===== config.mk =====
export PLATFORM = sky130hd
export DESIGN_NAME = wiper_step_ctrl
export DESIGN_NICKNAME = d
export VERILOG_FILES = /design/src/rtl/wsc_pkg.sv /design/src/rtl/wsc_chan_mux.sv /design/src/rtl/wsc_sat_step.sv /design/src/rtl/wsc_settle_timer.sv /design/src/rtl/wiper_step_ctrl.sv
export SDC_FILE = /design/constraint.sdc
export NUM_CORES = 1
export LEC_CHECK = 0
export BUFFER_PORTS_ARGS = -buffer_cell sky130_fd_sc_hd__buf_4
export CAP_MARGIN = 15
export CORE_MARGIN = 2
export CORE_UTILIZATION = 52
export CTS_CLUSTER_SIZE = 28
export DETAILED_ROUTE_END_ITERATION = 8
export PLACE_DENSITY = 0.85
export SLEW_MARGIN = 25
export SYNTH_ARGS = -nofsm -noshare
export SYNTH_HDL_FRONTEND = slang
export SYNTH_SLANG_ARGS = --single-unit

===== constraint.sdc =====
create_clock -name clk -period 5.11 [get_ports clk]
set_input_delay 1.022 -clock clk [delete_from_list [all_inputs] [get_ports clk]]
set_output_delay 1.022 -clock clk [all_outputs]
set_load 0.05 [all_outputs]

===== src/rtl/wsc_pkg.sv =====
package wsc_pkg;
    typedef enum logic [1:0] {
        S_IDLE   = 2'd0,
        S_ARMED  = 2'd1,
        S_COMMIT = 2'd2
    } step_state_e;
endpackage


===== src/rtl/wsc_chan_mux.sv =====
module wsc_chan_mux #(
    parameter int NCH = 4,
    parameter int CW  = 8,
    localparam int SELW = (NCH > 1) ? $clog2(NCH) : 1
) (
    input  logic [NCH*CW-1:0] codes_flat,
    input  logic [SELW-1:0]   sel,
    output logic [CW-1:0]     code
);
    logic [CW-1:0] lane [NCH];

    generate
        for (genvar g = 0; g < NCH; g++) begin : g_lane
            assign lane[g] = codes_flat[g*CW +: CW];
        end
    endgenerate

    always_comb begin
        code = '0;
        for (int i = 0; i < NCH; i++) begin
            if (sel == SELW'(i)) code = lane[i];
        end
    end
endmodule


===== src/rtl/wsc_sat_step.sv =====
module wsc_sat_step #(
    parameter int CW = 8
) (
    input  logic          clk,
    input  logic          rst_n,
    input  logic [CW-1:0] cur,
    input  logic          up,
    output logic [CW-1:0] nxt
);
    localparam logic [CW-1:0] CODE_TOP = '1;
    localparam logic [CW-1:0] CODE_BOT = '0;

    always_comb begin
        if (up) nxt = (cur == CODE_TOP) ? CODE_TOP : cur + 1'b1;
        else    nxt = (cur == CODE_BOT) ? CODE_BOT : cur - 1'b1;
    end

    // an up step never lands below the current code, a down step never above
    always @(posedge clk) begin
        if (rst_n) begin
            if (up) begin
                assert_no_wrap_up_R4: assert (nxt >= cur);
            end else begin
                assert_no_wrap_dn_R4: assert (nxt <= cur);
            end
        end
    end
endmodule


===== src/rtl/wsc_settle_timer.sv =====
module wsc_settle_timer #(
    parameter int SETTLE_CYC = 16,
    localparam int TW = $clog2(SETTLE_CYC + 1)
) (
    input  logic clk,
    input  logic rst_n,
    input  logic load,
    output logic busy
);
    logic [TW-1:0] cnt_q;

    always_ff @(posedge clk) begin
        if (!rst_n)            cnt_q <= '0;
        else if (load)         cnt_q <= TW'(SETTLE_CYC);
        else if (cnt_q != '0)  cnt_q <= cnt_q - 1'b1;
    end

    assign busy = (cnt_q != '0);

    assert_reload_busy_R9: assert property (@(posedge clk) disable iff (!rst_n)
        load |=> busy);

    assert_idle_stays_R9: assert property (@(posedge clk) disable iff (!rst_n)
        (!busy && !load) |=> !busy);
endmodule


===== src/rtl/wiper_step_ctrl.sv =====
module wiper_step_ctrl
    import wsc_pkg::*;
#(
    parameter int NCH        = 4,
    parameter int CW         = 8,
    parameter int SETTLE_CYC = 16,
    localparam int CHW = (NCH > 1) ? $clog2(NCH) : 1
) (
    input  logic              clk,
    input  logic              rst_n,
    input  logic              step_arm,
    input  logic [CHW-1:0]    arm_chan,
    input  logic              scl_rise,
    input  logic              sda_lvl,
    input  logic              bus_start,
    input  logic              bus_stop,
    input  logic [NCH*CW-1:0] wiper_all,
    output logic              wr_en,
    output logic [CHW-1:0]    wr_chan,
    output logic [CW-1:0]     wr_code,
    output logic              settle_busy
);
    step_state_e    state_q, state_d;
    logic [CHW-1:0] chan_q;
    logic           wr_en_q;
    logic [CW-1:0]  wr_code_q;
    logic [CW-1:0]  cur_code;
    logic [CW-1:0]  nxt_code;
    logic           term;
    logic           step_go;

    assign term    = bus_start | bus_stop;
    assign step_go = (state_q == S_ARMED) && scl_rise && !term && !step_arm;

    wsc_chan_mux #(.NCH(NCH), .CW(CW)) u_mux (
        .codes_flat (wiper_all),
        .sel        (chan_q),
        .code       (cur_code)
    );

    wsc_sat_step #(.CW(CW)) u_step (
        .clk   (clk),
        .rst_n (rst_n),
        .cur   (cur_code),
        .up    (sda_lvl),
        .nxt   (nxt_code)
    );

    wsc_settle_timer #(.SETTLE_CYC(SETTLE_CYC)) u_settle (
        .clk   (clk),
        .rst_n (rst_n),
        .load  (wr_en_q),
        .busy  (settle_busy)
    );

    // state register
    always_ff @(posedge clk) begin
        if (!rst_n) state_q <= S_IDLE;
        else        state_q <= state_d;
    end

    // transitions: arm, step, rearm, terminate
    always_comb begin
        state_d = state_q;
        unique case (state_q)
            S_IDLE: begin
                if (step_arm) state_d = S_ARMED;
            end
            S_ARMED: begin
                if (term)          state_d = S_IDLE;
                else if (step_arm) state_d = S_ARMED;
                else if (scl_rise) state_d = S_COMMIT;
            end
            S_COMMIT: begin
                if (term) state_d = S_IDLE;
                else      state_d = S_ARMED;
            end
            default: state_d = S_IDLE;
        endcase
    end

    // outputs and channel capture
    always_ff @(posedge clk) begin
        if (!rst_n) begin
            chan_q    <= '0;
            wr_en_q   <= 1'b0;
            wr_code_q <= '0;
        end else begin
            if (step_arm) chan_q <= arm_chan;
            wr_en_q <= step_go;
            if (step_go) wr_code_q <= nxt_code;
        end
    end

    assign wr_en   = wr_en_q;
    assign wr_chan = chan_q;
    assign wr_code = wr_code_q;

    assert_single_strobe_R2: assert property (@(posedge clk) disable iff (!rst_n)
        wr_en_q |=> !wr_en_q);

    assert_strobe_needs_armed_R5: assert property (@(posedge clk) disable iff (!rst_n)
        (state_q == S_IDLE) |=> !wr_en_q);

    assert_term_ends_mode_R6: assert property (@(posedge clk) disable iff (!rst_n)
        (term && !step_arm) |=> (state_q == S_IDLE && !wr_en_q));

    assert_start_ends_mode_R7: assert property (@(posedge clk) disable iff (!rst_n)
        (bus_start && !step_arm) |=> (state_q == S_IDLE));

    assert_chan_held_R10: assert property (@(posedge clk) disable iff (!rst_n)
        !step_arm |=> $stable(chan_q));

    assert_term_beats_edge_R11: assert property (@(posedge clk) disable iff (!rst_n)
        (scl_rise && term) |=> !wr_en_q);
endmodule


---- Yosys cells after proc, flatten, opt, wreduce, memory -nomap -nowiden ----
Cells that the tools add are included.
storage, ports and cells
  bits in registers ....................... 18
  input bits .............................. 41
  output and inout bits ................... 12
cells by class
  $add $sub $neg .......................... 3
  eq/ne operators ......................... 8
  muxes and demuxes ....................... 15
  bitwise logic cells ..................... 2
  reduce and logical (&&, ||, !) cells .... 12
operator list
  operator             number
  $mux 8               7
  $mux 5               2
  $add 8x1->8 const B  1
  $eq 8x8->1 const B   1
  $logic_not 8->1      1
  $mux 2               4
  $sub 8x1->8 const B  1
  $eq 2x2->1 const B   3
  $pmux 2 s3           1
  $reduce_bool 5->1    1
  $sub 5x1->5 const B  1
  $eq 2x1->1 const B   2
  $logic_not 2->1      2
  $ne 4x4->1 const B   1
  $logic_and 1x1->1    3
  $logic_not 1->1      2
  $ne 2x2->1 const B   1
  $reduce_and 2->1     1
  $reduce_bool 2->1    1
  $reduce_or 2->1      1
  $mux 1               1
  $not 1->1            1
  $or 1x1->1           1

---- Longest topological paths before layout ----
  depth in word-level cells ............... 8
  gate-level depth with buffers ........... 8

---- Modules after synthesis ----
From an unflattened synthesis, not the netlist that was laid out.
second synthesis, totals
  cells, all modules ...................... 148
  area, all modules ....................... 1371.3 um^2
by module, submodules not included
  module            times used  cells an instance  area each (um^2)  sequential area each (um^2)
  wiper_step_ctrl   1           54                 521.8             260.2
  wsc_sat_step      1           60                 417.9             0.0
  wsc_settle_timer  1           24                 235.2             100.1
  wsc_chan_mux      1           10                 196.4             0.0

---- Least setup slack after synthesis ----
OpenSTA, ideal clock, no wires.
  kind .................................... input to register
  start ................................... in wiper_all[24]
  end ..................................... reg wr_code_q[0] (netlist: wr_code[0])
  arrival time ............................ 2.671 ns
  data required time ...................... 4.991 ns
  setup slack ............................. 2.320 ns
  cell stages on the path ................. 7
  path buffers ............................ 0
  cells stage by stage .................... mux4_2 > inv_1 > ha_1 > or4b_4 > nor2_1 > a21oi_1 > o221a_1
on the way
  longest elaborated chain between the ends .. 4
  elaborated cells between the ends (all ways) .. 8
RTL lines
  what                                 line                                    RTL
  start: declaration                   wiper_step_ctrl.sv:17                   input logic [NCH*CW-1:0] wiper_all,
  $mux 8 *                             wsc_chan_mux.sv:21                      if (sel == SELW'(i)) code = lane[i];
  $sub 8x1->8 (tied with other cells)  wsc_sat_step.sv:15                      else nxt = (cur == CODE_BOT) ? CODE_BOT : cur - 1'b1;
  $mux 8, on equally long branches     wsc_sat_step.sv:15, wsc_sat_step.sv:14
  $mux 8 *                             wsc_sat_step.sv:14                      if (up) nxt = (cur == CODE_TOP) ? CODE_TOP : cur + 1'b1;
  end signal: assignment               wiper_step_ctrl.sv:91                   if (step_go) wr_code_q <= nxt_code;
  end: declaration                     wiper_step_ctrl.sv:26                   logic [CW-1:0] wr_code_q;
Every way passes the cells marked *; elsewhere a longest branch is shown, timed or not.
A chain may end at the register's enable or synchronous reset.

---- Final worst setup path ----
Same ends and word-level chain as after synthesis.

==> impl_metrics.json <==
{
  "path_cells": "buf_4, mux4_2, inv_1, ha_1, or4b_4, nor2_1, a21oi_1, o221a_1",
  "layout_min_cycle_time_ns": 2.74,
  "ys_warn_count": 0,
  "die_h_um": 54.2,
  "cp_max_fo": 5,
  "relSlewSlack": 0.633,
  "finalClockSkew_ns": 0.00568,
  "postCtsHoldBufs": 0,
  "tightest_slew_ns": 0.549,
  "ys_async_sr_fraction": 0,
  "p_per_area_nw_per_um2": 296,
  "crit_path_end_kind": "flop",
  "crit_buf_inv": 2,
  "cp_slowest_cell": "mux4_2",
  "numPortBuffers": 52,
  "hold_viol": 0,
  "reg2reg_depth": 7,
  "slowest_delay_ns": 0.55,
  "tns_ns": 0,
  "cp_top_family": "simple AND/OR/NAND/NOR gates",
  "cts_buffers": 3,
  "ctsResizeCount": 0,
  "grt_overflow": 0,
  "ant_nets": 0,
  "postCtsSetupBuffers": 0,
  "arrival_ns": 2.93,
  "yosysSeqAreaShare": 0.275,
  "crit_path_start_kind": "primary input",
  "routed_wl_um": 3250,
  "gp_congestion": 0.856,
  "diodes": 0,
  "netlist_area_um2": 1310,
  "synth-edff-count": 0,
  "path_depth": 8,
  "clk_latency_ns": 0.29,
  "worst_ir_drop_vdd_mv": 0.296,
  "dieArea_um2": 2940,
  "cts.clk_slew.worst_paths_ns": 0.10,
  "vias": 1336,
  "drtPass1Iterations": 5,
  "rr_startpoint": "wr_chan[0]",
  "post-route-period-util": 0.537,
  "yosys.area.top_type": "dfxtp_1",
  "totalPowerFinal_uw": 515,
  "critPathLaunch": "wiper_all[24]",
  "fin_nets": 239,
  "synthToLayoutAreaGrowth_pct": 32.6,
  "leakagePower_uw": 0.000750,
  "maxSlewViolCount": 0,
  "critPathCapture": "wr_code[0]",
  "finalSetupViolations": 0,
  "grt_pass1_vias": 1275,
  "synthTopCellsByCount": "dfxtp_1 (18), nor2_1 (10), o21ai_0 (10)",
  "drv_cap": 0,
  "die_x_um": 54.2,
  "synth_top_flop_cell": "dfxtp_1",
  "fmax_ghz": 0.364,
  "start_util": 0.539,
  "post_drt_wl_per_cell_um": 14.7,
  "synth_area_leaders": "dfxtp_1 (27%), mux4_2 (14%), ha_1 (4.8%)",
  "clockBufferDepth": 2,
  "path_class": "primary input to flop",
  "track_usage": 0.250,
  "synth-seq-cells": 18,
  "core-area_um2": 2430,
  "dp_hpwl_um": 2660,
  "syn_avg_cell_area_um2": 9.17,
  "ios": 53,
  "min_path_type": "flop to flop",
  "rsz0062_at_grt": "no",
  "drcViolationCount": 0,
  "num_rows": 18,
  "status": "completed",
  "yosysMostFrequentCell": "dfxtp_1",
  "antenna_found_initial": 0,
  "r2r-end": "wr_code[0]",
  "viasPerCell": 6.02,
  "syn_inst": 143,
  "required_ns": 5.29,
  "grt_max_degree": 16,
  "tritoncts": "done",
  "yosysTopAreaCellShare": 0.275,
  "syn_nets": 189,
  "drtIter0Drc": 36,
  "regToRegSetupSlack_ns": 2.40,
  "htreeDepth": 1,
  "cts-root-buf": "clkbuf_4",
  "synth_cell_types": 43,
  "cts.sinks": 18,
  "grt_pass1_wl_um": 5360,
  "drive_above_1_share": 0.354
}
==> report_power, final <==
group	total, uW	switching, uW	internal [uW]	leakage [uW]
clock	85.0	41.7	43.4	0.0000210
sequential	181	18.6	162	0.000147
combinational	249	139	110	0.000582
==> placed cells by master (no fill, tap or decap), types with 2 or more instances in the layout <==
cell       n
buf_4     52
dfxtp_1   18
nor2_1    10
o21ai_0   10
inv_1      9
mux4_2     8
nor2b_1    7
nand2_1    7
a31oi_1    6
a211oi_1   5
xnor2_1    5
ha_1       5
nor3_1     4
mux2i_1    3
nand3_1    3
o211ai_1   3
a21oi_1    3
clkbuf_4   3
nand4_1    2
nand2b_1   2
and3_1     2
or3b_1     2
xor2_1     2
or3_1      2
==> cells by family after synthesis <==
kind of cell,Yosys count,synth area share
adder cells (fa/ha/maj),5,0.0477
AO/OA/AOI/OAI,37,0.191
flip-flops,18,0.275
buffers and inverters,16,0.0534
AND/OR/NAND/NOR,49,0.226
multiplexers,11,0.160
XOR/XNOR,7,0.0468
==> layer usage <==
metal | track usage | vias up | wire length, um
li1 | - | 642 | -
met1 | 0.290 | 587 | 1260
met2 | 0.442 | 97 | 1650
met3 | 0.0546 | 10 | 303
met4 | 0.100 | 0 | 48
met5 | 0 | - | 0
==> how the worst min path moves through the flow <==
stage / start / endpoint / cells past startpoint
after global placement: wr_code[6] / wr_code[6] / 2
after detailed placement: wr_code[6] / wr_code[6] / 2
after CTS: wr_code[6] / wr_code[6] / 2
after global routing: wr_code[6] / wr_code[6] / 2
final: wr_code[6] / wr_code[6] / 2
after floorplan: u_settle.cnt_q[1] / u_settle.cnt_q[1] / 2
==> stage by stage <==
stage	hold WS, ns	setup slack [ns]	util	std cells	cell area, um^2
2_1_floorplan	0.484	2.32	-	143	1310
3_3_place_gp	0.474	2.14	0.700	218	1700
3_5_place_dp	0.479	2.07	0.700	218	1700
4_1_cts	0.497	2.39	0.715	222	1740
5_1_grt	0.530	2.20	0.715	222	1740
6_report	0.494	2.37	0.715	222	1740
==> worst reg2reg max path: stages (launching register included) <==
cell and delay (ns):
dfxtp_1 0.68, mux4_2 0.67, inv_1 0.12, ha_1 0.18
or4b_4 0.49, nor2_1 0.17, a21oi_1 0.10, o221a_1 0.20
==> registers in the layout, indices dropped and copies added (netlist names) <==
| signal | cells |
|---|---|
| wr_code | 8 |
| u_settle.cnt_q | 5 |
| state_q | 2 |
| wr_chan | 2 |
| wr_en | 1 |
==> cell type report <==
cell class / instances / area [um^2]
Multi-Input combinational cell: 109 / 881
Tap cell: 30 / 37.5
Clock buffer: 4 / 36.3
Timing Repair Buffer: 52 / 390
Fill cell: 177 / 693
Inverter: 9 / 33.8
Sequential cell: 18 / 360
(Power assumes the default switching activity.)
